## src/rtl/hwr_pkg.sv

```systemverilog
package hwr_pkg;

   typedef enum logic [2:0] {
      ST_BOOT   = 3'd0,
      ST_RUN    = 3'd1,
      ST_HALT   = 3'd2,
      ST_WAKE   = 3'd3,
      ST_RESUME = 3'd4,
      ST_WDRST  = 3'd5,
      ST_PINRST = 3'd6
   } hwr_state_e;

   typedef enum logic [1:0] {
      ACT_NONE = 2'b00,
      ACT_NEXT = 2'b01,
      ACT_TAKE = 2'b10
   } wake_act_e;

   typedef enum logic {
      WK_RESUME = 1'b0,
      WK_WARM   = 1'b1
   } wake_kind_e;

endpackage

```

## src/rtl/hwr_sync.sv

```systemverilog
module hwr_sync #(
   parameter int              W       = 1,
   parameter int              STAGES  = 2,
   parameter logic [W-1:0]    RST_VAL = '0
) (
   input  logic         clk,
   input  logic         rst_n,
   input  logic [W-1:0] d,
   output logic [W-1:0] q
);

   generate
      if (STAGES < 2) begin : g_bad_stages
         $error("hwr_sync: STAGES must be at least 2");
      end
      if (W < 1) begin : g_bad_width
         $error("hwr_sync: W must be at least 1");
      end
   endgenerate

   logic [STAGES-1:0][W-1:0] stage_q;

   always_ff @(posedge clk or negedge rst_n) begin
      if (!rst_n) begin
         stage_q <= {STAGES{RST_VAL}};
      end else begin
         stage_q <= {stage_q[STAGES-2:0], d};
      end
   end

   assign q = stage_q[STAGES-1];

endmodule

```

## src/rtl/hwr_startup_timer.sv

```systemverilog
module hwr_startup_timer #(
   parameter int CYCLES = 1024
) (
   input  logic clk,
   input  logic rst_n,
   input  logic load,
   input  logic run,
   output logic done
);

   localparam int CW = (CYCLES > 2) ? $clog2(CYCLES) : 1;
   localparam logic [CW-1:0] LOAD_VAL = CW'(CYCLES - 1);

   generate
      if (CYCLES < 2) begin : g_bad_cycles
         $error("hwr_startup_timer: CYCLES must be at least 2");
      end
   endgenerate

   logic [CW-1:0] cnt_q;

   always_ff @(posedge clk or negedge rst_n) begin
      if (!rst_n) begin
         cnt_q <= LOAD_VAL;
      end else if (load) begin
         cnt_q <= LOAD_VAL;
      end else if (run && (cnt_q != '0)) begin
         cnt_q <= cnt_q - 1'b1;
      end
   end

   assign done = (cnt_q == '0);

endmodule

```

## src/rtl/hwr_wake_detect.sv

```systemverilog
module hwr_wake_detect #(
   parameter int PORT_W = 8,
   parameter int IRQ_W  = 4
) (
   input  logic              clk,
   input  logic              rst_n,
   input  logic [PORT_W-1:0] port_s,
   input  logic [PORT_W-1:0] port_en,
   input  logic [IRQ_W-1:0]  irq_s,
   input  logic [IRQ_W-1:0]  irq_en,
   input  logic              stack_full,
   input  logic              capture,
   output logic              port_wake,
   output logic              irq_wake,
   output logic              irq_take
);

   logic [PORT_W-1:0] port_prev_q;
   logic [PORT_W-1:0] port_fall;
   logic [IRQ_W-1:0]  blk_q;
   logic [IRQ_W-1:0]  irq_live;
   logic [IRQ_W-1:0]  irq_serve;

   always_ff @(posedge clk or negedge rst_n) begin
      if (!rst_n) begin
         port_prev_q <= '1;
         blk_q       <= '0;
      end else begin
         port_prev_q <= port_s;
         if (capture) begin
            blk_q <= irq_s;
         end
      end
   end

   generate
      for (genvar p = 0; p < PORT_W; p++) begin : g_port
         assign port_fall[p] = port_en[p] & port_prev_q[p] & ~port_s[p];
      end
      for (genvar i = 0; i < IRQ_W; i++) begin : g_irq
         assign irq_live[i]  = irq_s[i] & ~blk_q[i];
         assign irq_serve[i] = irq_live[i] & irq_en[i];
      end
   endgenerate

   assign port_wake = |port_fall;
   assign irq_wake  = |irq_live;
   assign irq_take  = (|irq_serve) & ~stack_full;

endmodule

```

## src/rtl/hwr_seq_fsm.sv

```systemverilog
module hwr_seq_fsm
   import hwr_pkg::*;
(
   input  logic       clk,
   input  logic       rst_n,
   input  logic       pin_rst,
   input  logic       wdt_tmo,
   input  logic       halt_req,
   input  logic       clrwdt_req,
   input  logic       irq_wake,
   input  logic       irq_take,
   input  logic       port_wake,
   input  logic       timer_done,
   output logic       timer_load,
   output logic       timer_run,
   output logic       capture,
   output logic       core_run,
   output logic       cold_rst,
   output logic       warm_rst,
   output logic       wdt_clr,
   output logic       flag_timeout,
   output logic       flag_powerdown,
   output logic       resume_stb,
   output logic [1:0] resume_act
);

   hwr_state_e state_q, state_d;
   wake_kind_e kind_q, kind_d;
   wake_act_e  act_q, act_d;
   logic       to_q, to_d;
   logic       pd_q, pd_d;
   logic       clr_q, clr_d;

   always_ff @(posedge clk or negedge rst_n) begin
      if (!rst_n) begin
         state_q <= ST_BOOT;
         kind_q  <= WK_RESUME;
         act_q   <= ACT_NONE;
         to_q    <= 1'b0;
         pd_q    <= 1'b0;
         clr_q   <= 1'b0;
      end else begin
         state_q <= state_d;
         kind_q  <= kind_d;
         act_q   <= act_d;
         to_q    <= to_d;
         pd_q    <= pd_d;
         clr_q   <= clr_d;
      end
   end

   always_comb begin
      state_d    = state_q;
      kind_d     = kind_q;
      act_d      = act_q;
      to_d       = to_q;
      pd_d       = pd_q;
      clr_d      = 1'b0;
      timer_load = 1'b0;
      capture    = 1'b0;
      unique case (state_q)
         ST_BOOT: begin
            if (pin_rst) begin
               state_d = ST_PINRST;
            end else if (timer_done) begin
               state_d = ST_RUN;
            end
         end
         ST_RUN: begin
            if (pin_rst) begin
               state_d = ST_PINRST;
            end else if (wdt_tmo) begin
               state_d = ST_WDRST;
               to_d    = 1'b1;
            end else if (halt_req) begin
               state_d = ST_HALT;
               pd_d    = 1'b1;
               to_d    = 1'b0;
               capture = 1'b1;
               clr_d   = 1'b1;
            end else if (clrwdt_req) begin
               pd_d  = 1'b0;
               clr_d = 1'b1;
            end
         end
         ST_HALT: begin
            if (pin_rst) begin
               state_d = ST_PINRST;
               to_d    = 1'b0;
               pd_d    = 1'b1;
            end else if (wdt_tmo) begin
               state_d    = ST_WAKE;
               kind_d     = WK_WARM;
               act_d      = ACT_NONE;
               to_d       = 1'b1;
               pd_d       = 1'b1;
               timer_load = 1'b1;
            end else if (irq_wake) begin
               state_d    = ST_WAKE;
               kind_d     = WK_RESUME;
               act_d      = irq_take ? ACT_TAKE : ACT_NEXT;
               timer_load = 1'b1;
            end else if (port_wake) begin
               state_d    = ST_WAKE;
               kind_d     = WK_RESUME;
               act_d      = ACT_NEXT;
               timer_load = 1'b1;
            end
         end
         ST_WAKE: begin
            if (pin_rst) begin
               state_d = ST_PINRST;
               to_d    = 1'b0;
               pd_d    = 1'b1;
            end else if (timer_done) begin
               state_d = ST_RESUME;
            end
         end
         ST_RESUME, ST_WDRST, ST_PINRST: begin
            state_d = pin_rst ? ST_PINRST : ST_RUN;
         end
         default: begin
            state_d = ST_BOOT;
         end
      endcase
   end

   assign timer_run      = (state_q == ST_BOOT) || (state_q == ST_WAKE);
   assign core_run       = (state_q == ST_RUN);
   assign cold_rst       = (state_q == ST_BOOT) || (state_q == ST_WDRST) ||
                           (state_q == ST_PINRST);
   assign warm_rst       = (state_q == ST_RESUME) && (kind_q == WK_WARM);
   assign resume_stb     = (state_q == ST_RESUME) && (kind_q == WK_RESUME);
   assign resume_act     = resume_stb ? act_q : ACT_NONE;
   assign wdt_clr        = clr_q;
   assign flag_timeout   = to_q;
   assign flag_powerdown = pd_q;

endmodule

```

## src/rtl/halt_wake_seq.sv

```systemverilog
module halt_wake_seq #(
   parameter int PORT_W      = 8,
   parameter int IRQ_W       = 4,
   parameter int STARTUP_CYC = 1024,
   parameter int SYNC_STAGES = 2
) (
   input  logic              clk,
   input  logic              por_n,
   input  logic              ext_rst_n,
   input  logic              halt_req,
   input  logic              clrwdt_req,
   input  logic              wdt_tmo,
   input  logic [PORT_W-1:0] port_in,
   input  logic [PORT_W-1:0] port_wake_en,
   input  logic [IRQ_W-1:0]  irq_req,
   input  logic [IRQ_W-1:0]  irq_en,
   input  logic              stack_full,
   output logic              core_run,
   output logic              cold_rst,
   output logic              warm_rst,
   output logic              wdt_clr,
   output logic              flag_timeout,
   output logic              flag_powerdown,
   output logic              resume_stb,
   output logic [1:0]        resume_act
);

   generate
      if (PORT_W < 1) begin : g_bad_port
         $error("halt_wake_seq: PORT_W must be at least 1");
      end
      if (IRQ_W < 1) begin : g_bad_irq
         $error("halt_wake_seq: IRQ_W must be at least 1");
      end
   endgenerate

   logic              ext_s;
   logic              pin_rst;
   logic [PORT_W-1:0] port_s;
   logic [IRQ_W-1:0]  irq_s;
   logic              port_wake, irq_wake, irq_take;
   logic              capture;
   logic              timer_load, timer_run, timer_done;

   hwr_sync #(.W(1), .STAGES(SYNC_STAGES), .RST_VAL(1'b1)) u_sync_pin (
      .clk(clk), .rst_n(por_n), .d(ext_rst_n), .q(ext_s)
   );

   hwr_sync #(.W(PORT_W), .STAGES(SYNC_STAGES), .RST_VAL({PORT_W{1'b1}})) u_sync_port (
      .clk(clk), .rst_n(por_n), .d(port_in), .q(port_s)
   );

   hwr_sync #(.W(IRQ_W), .STAGES(SYNC_STAGES), .RST_VAL({IRQ_W{1'b0}})) u_sync_irq (
      .clk(clk), .rst_n(por_n), .d(irq_req), .q(irq_s)
   );

   assign pin_rst = ~ext_s;

   hwr_wake_detect #(.PORT_W(PORT_W), .IRQ_W(IRQ_W)) u_detect (
      .clk        (clk),
      .rst_n      (por_n),
      .port_s     (port_s),
      .port_en    (port_wake_en),
      .irq_s      (irq_s),
      .irq_en     (irq_en),
      .stack_full (stack_full),
      .capture    (capture),
      .port_wake  (port_wake),
      .irq_wake   (irq_wake),
      .irq_take   (irq_take)
   );

   hwr_startup_timer #(.CYCLES(STARTUP_CYC)) u_timer (
      .clk   (clk),
      .rst_n (por_n),
      .load  (timer_load),
      .run   (timer_run),
      .done  (timer_done)
   );

   hwr_seq_fsm u_fsm (
      .clk            (clk),
      .rst_n          (por_n),
      .pin_rst        (pin_rst),
      .wdt_tmo        (wdt_tmo),
      .halt_req       (halt_req),
      .clrwdt_req     (clrwdt_req),
      .irq_wake       (irq_wake),
      .irq_take       (irq_take),
      .port_wake      (port_wake),
      .timer_done     (timer_done),
      .timer_load     (timer_load),
      .timer_run      (timer_run),
      .capture        (capture),
      .core_run       (core_run),
      .cold_rst       (cold_rst),
      .warm_rst       (warm_rst),
      .wdt_clr        (wdt_clr),
      .flag_timeout   (flag_timeout),
      .flag_powerdown (flag_powerdown),
      .resume_stb     (resume_stb),
      .resume_act     (resume_act)
   );

endmodule

```

## config.mk

```make
export PLATFORM = sky130hd
export DESIGN_NAME = halt_wake_seq
export DESIGN_NICKNAME = d
export VERILOG_FILES = /design/src/rtl/hwr_pkg.sv /design/src/rtl/hwr_sync.sv /design/src/rtl/hwr_startup_timer.sv /design/src/rtl/hwr_wake_detect.sv /design/src/rtl/hwr_seq_fsm.sv /design/src/rtl/halt_wake_seq.sv
export SDC_FILE = /design/constraint.sdc
export NUM_CORES = 1
export LEC_CHECK = 0
export BUFFER_PORTS_ARGS = -buffer_cell sky130_fd_sc_hd__clkbuf_2
export CAP_MARGIN = 20
export CORE_ASPECT_RATIO = 1.1
export CORE_MARGIN = 2
export CORE_UTILIZATION = 50
export CTS_BUF_LIST = sky130_fd_sc_hd__clkbuf_8
export DETAILED_ROUTE_END_ITERATION = 8
export HOLD_SLACK_MARGIN = 0.12
export PLACE_DENSITY_LB_ADDON = 0.2
export SLEW_MARGIN = 0
export SYNTH_ARGS = -nofsm -noshare
export SYNTH_HDL_FRONTEND = slang
export SYNTH_SLANG_ARGS = --single-unit
```

## constraint.sdc

```tcl
create_clock -name clk -period 2.1 [get_ports clk]
set_clock_uncertainty 0.2 [all_clocks]
set_input_delay 0.315 -clock clk [delete_from_list [all_inputs] [get_ports clk]]
set_output_delay 0.315 -clock clk [all_outputs]
set_load 0.005 [all_outputs]
```

==> flow_summary.toml <==
[timing]
period_share_pct = 95.0
drv_slew = 0
setup_viol = 0
max-slew-margin-rel_pct = 76.0
period_needed_ns = 2.00
finalSetupTns_ns = 0
rsz0062_at_grt = "no"
hold_violations = 0
timing.fmax_mhz = 501
worstMarginPinSlew_ns = 0.361

[floorplan]
die_x_um = 69.4
die_h_um = 76.0
die_area_um2 = 5270
core_um2 = 4590
rows = 26
io_pins = 40
initial_core_util_pct = 51.3

[finish]
utilization_pct = 65.5
num-fill-cells = 359
fin_cells = 310
final_common_cell = "clkbuf_2"
nets = 283
diodes = 0
syn_to_final_growth_pct = 27.6
fin_area_um2 = 3010
drive_gt1_share_pct = 45.7
final_cell_mix = "39 x clkbuf_2, 36 x dfstp_2, 18 x nand2_1, 18 x dfrtp_1, 15 x dlygate4sd3_1"

[detailed_routing]
dr.first_iter.drc_count = 104
antenna_left = 0
wl_mm = 4.18
first_pass_iters = 4
vias_per_cell = 5.20
via_count = 1612
drc = 0
wl_per_cell_um = 13.5

[place]
placed_cells = 280
io_buffers = 39
gp_congestion = 0.810
dpl-instance-area_um2 = 2640
hpwlAfterDp_mm = 2.81

[grt]
use_met3_pct = 4.23
grt_max_degree = 31
grt_pass1_wl_mm = 7.31
antenna_found_initial = 0
gr-usage-met1_pct = 22.0
globalRouteOverflowTotal = 0
top_usage_layer = "met2"
gr-usage-all-layers_pct = 18.1
use_met2_pct = 28.7
grt_pass1_vias = 1633

[clock_tree]
cts.root.buffer_cell = "clkbuf_8"
clk_pin_slew_ns = 0.06
clk_latency_ns = 0.33
htree_levels = 3
cts.path.max_buffers = 2
cts_made_buffers = 9
cts_tree = "yes"
cts_num_sinks = 57

[worst_setup_path]
endpoint_kind = "output port"
required_ns = 1.58
start_kind = "register"
path_class = "reg2out"
ff2ff_setup_slack_ns = 0.17
arrival_ns = 1.48
path_max_fanout = 12

[power]
clkPwrFrac_pct = 30.2
pwr-share-seq_pct = 44.9
p_sw_share_pct = 30.4
pwr-share-comb_pct = 24.8
vdd.ir_drop.worst_uv = 579
internal_power_mw = 2.30
powerDensity_nw_per_um2 = 1100
finalPower_mw = 3.30
switching_power_mw = 1.01
leakagePower_nw = 1.31

[yosys]
ys_async_sr_fraction_pct = 100
synth_seq_cells = 57
synth_edf_count = 0
mappedNetlistArea_um2 = 2350
avgSynthCellArea_um2 = 12.7
ys_warn_count = 0
yosysSeqAreaShare_pct = 62.5
synth_ff_type = "dfstp_2"
syn_nets = 218
synthDistinctLibCells = 45
syn-instance-count = 185

[outcome]
status = "complete, no violations"

[run]
drv_cap = 0

[worst_hold_path]
holdCritPathClass = "reg2reg"
[what timing repair did]
item / 4_1_cts / 5_1_grt
setup buffers: 0 / 0
hold buffers: 15 / 0
endpoints found under the hold margin: 71 / 0
gates resized for setup: 2 / 4
endpoints found under the setup margin: 3 / 5
[power groups by stage]
stage | sequential [mW] | combinational [mW] | clock [mW]
after floorplan | 1.39 | 0.627 | 0
after global placement | 1.48 | 0.772 | 0
after detailed placement | 1.49 | 0.781 | 0
after CTS | 1.47 | 0.811 | 1.02
after global routing | 1.51 | 0.922 | 1.07
final | 1.48 | 0.820 | 0.998
[cell families (layout without fill, tap and decap cells)]
| family | Yosys count | after routing | share of synthesized area [%] |
|---|---|---|---|
| xor+xnor | 8 | 8 | 2.98 |
| simple gates | 68 | 68 | 18.7 |
| mux | 5 | 5 | 2.39 |
| compound gates | 31 | 31 | 9.83 |
| flops | 57 | 57 | 62.5 |
| fa+ha+maj | 2 | 2 | 1.06 |
| buf+inv | 14 | 83 | 2.55 |
[synthesized netlist by cell type, types with 3 or more instances]
cell | count | area (µm²)
mux2_2 | 5 | 56.3
nor2b_1 | 4 | 25.0
nand4_1 | 3 | 18.8
or4_1 | 3 | 22.5
clkbuf_1 | 3 | 11.3
o31ai_1 | 3 | 22.5
o211ai_1 | 3 | 22.5
dfstp_2 | 36 | 946
inv_1 | 7 | 26.3
buf_2 | 3 | 15.0
o21ai_0 | 5 | 25.0
dfrtp_1 | 21 | 526
a21oi_1 | 5 | 25.0
nor2_1 | 6 | 22.5
nand3b_1 | 4 | 30.0
nand2_1 | 18 | 67.6
nor3_1 | 7 | 35.0
xor2_1 | 7 | 61.3
nand3_1 | 6 | 30.0
[flip-flops by register name (all words and copies together) (netlist names)]
register	count
u_fsm.kind_q	1
u_fsm.flag_timeout	1
u_detect.port_prev_q	8
u_sync_irq.stage_q	4
u_fsm.wdt_clr	1
u_timer.cnt_q	10
u_sync_irq.q	4
u_sync_pin.stage_q	1
u_sync_port.stage_q	8
u_detect.blk_q	4
u_fsm.flag_powerdown	1
u_sync_pin.q	1
u_sync_port.q	8
u_fsm.state_q	3
u_fsm.act_q	2
[stage by stage]
step | hold WS, ns | worst slack [ns]
3_5_place_dp | 0.136 | 0.0979
5_1_grt | 0.153 | 0.0169
2_1_floorplan | -0.181 | 0.167
4_1_cts | 0.136 | 0.00207
6_report | 0.146 | 0.105
3_3_place_gp | 0.132 | 0.153
[area by class of cell]
cell class              count  area, µm²  area share, %
flip-flops and latches     57       1480           49.1
multi-input cells         114        841           28.0
clock buffers              11        151           5.04
repair buffers             61        398           13.2
inverters                   7       26.3          0.874
well taps                  56       70.1           2.33
clock inverters             4       43.8           1.46
[routing by layer]
layer	up-vias	wire length, µm
li1	792	-
met1	766	1810
met2	46	2040
met3	8	230
met4	0	102
met5	-	0
[path summary, 6_finish.rpt]
check	startpoint	end	depth (start not counted)
min reg2reg	u_sync_irq.stage_q[0]$_DFF_PN0_	u_sync_irq.q[0]$_DFF_PN0_	0
min in group asynchronous	por_n	u_fsm.wdt_clr$_DFF_PN0_	3
min	u_sync_irq.stage_q[0]$_DFF_PN0_	u_sync_irq.q[0]$_DFF_PN0_	0
max reg2reg	u_timer.cnt_q[0]$_DFFE_PN1P_	u_timer.cnt_q[6]$_DFFE_PN1P_	6
max in group asynchronous	por_n	u_detect.port_prev_q[5]$_DFF_PN1_	3
max	u_fsm.state_q[1]$_DFFE_PN0P_	warm_rst	3
[critical path: stages (launching register included)]
cell and delay [ns]:
dfrtp_2 0.49, buf_4 0.19, nor4b_2 0.31, clkbuf_2 0.16
(Power assumes the default switching activity.)
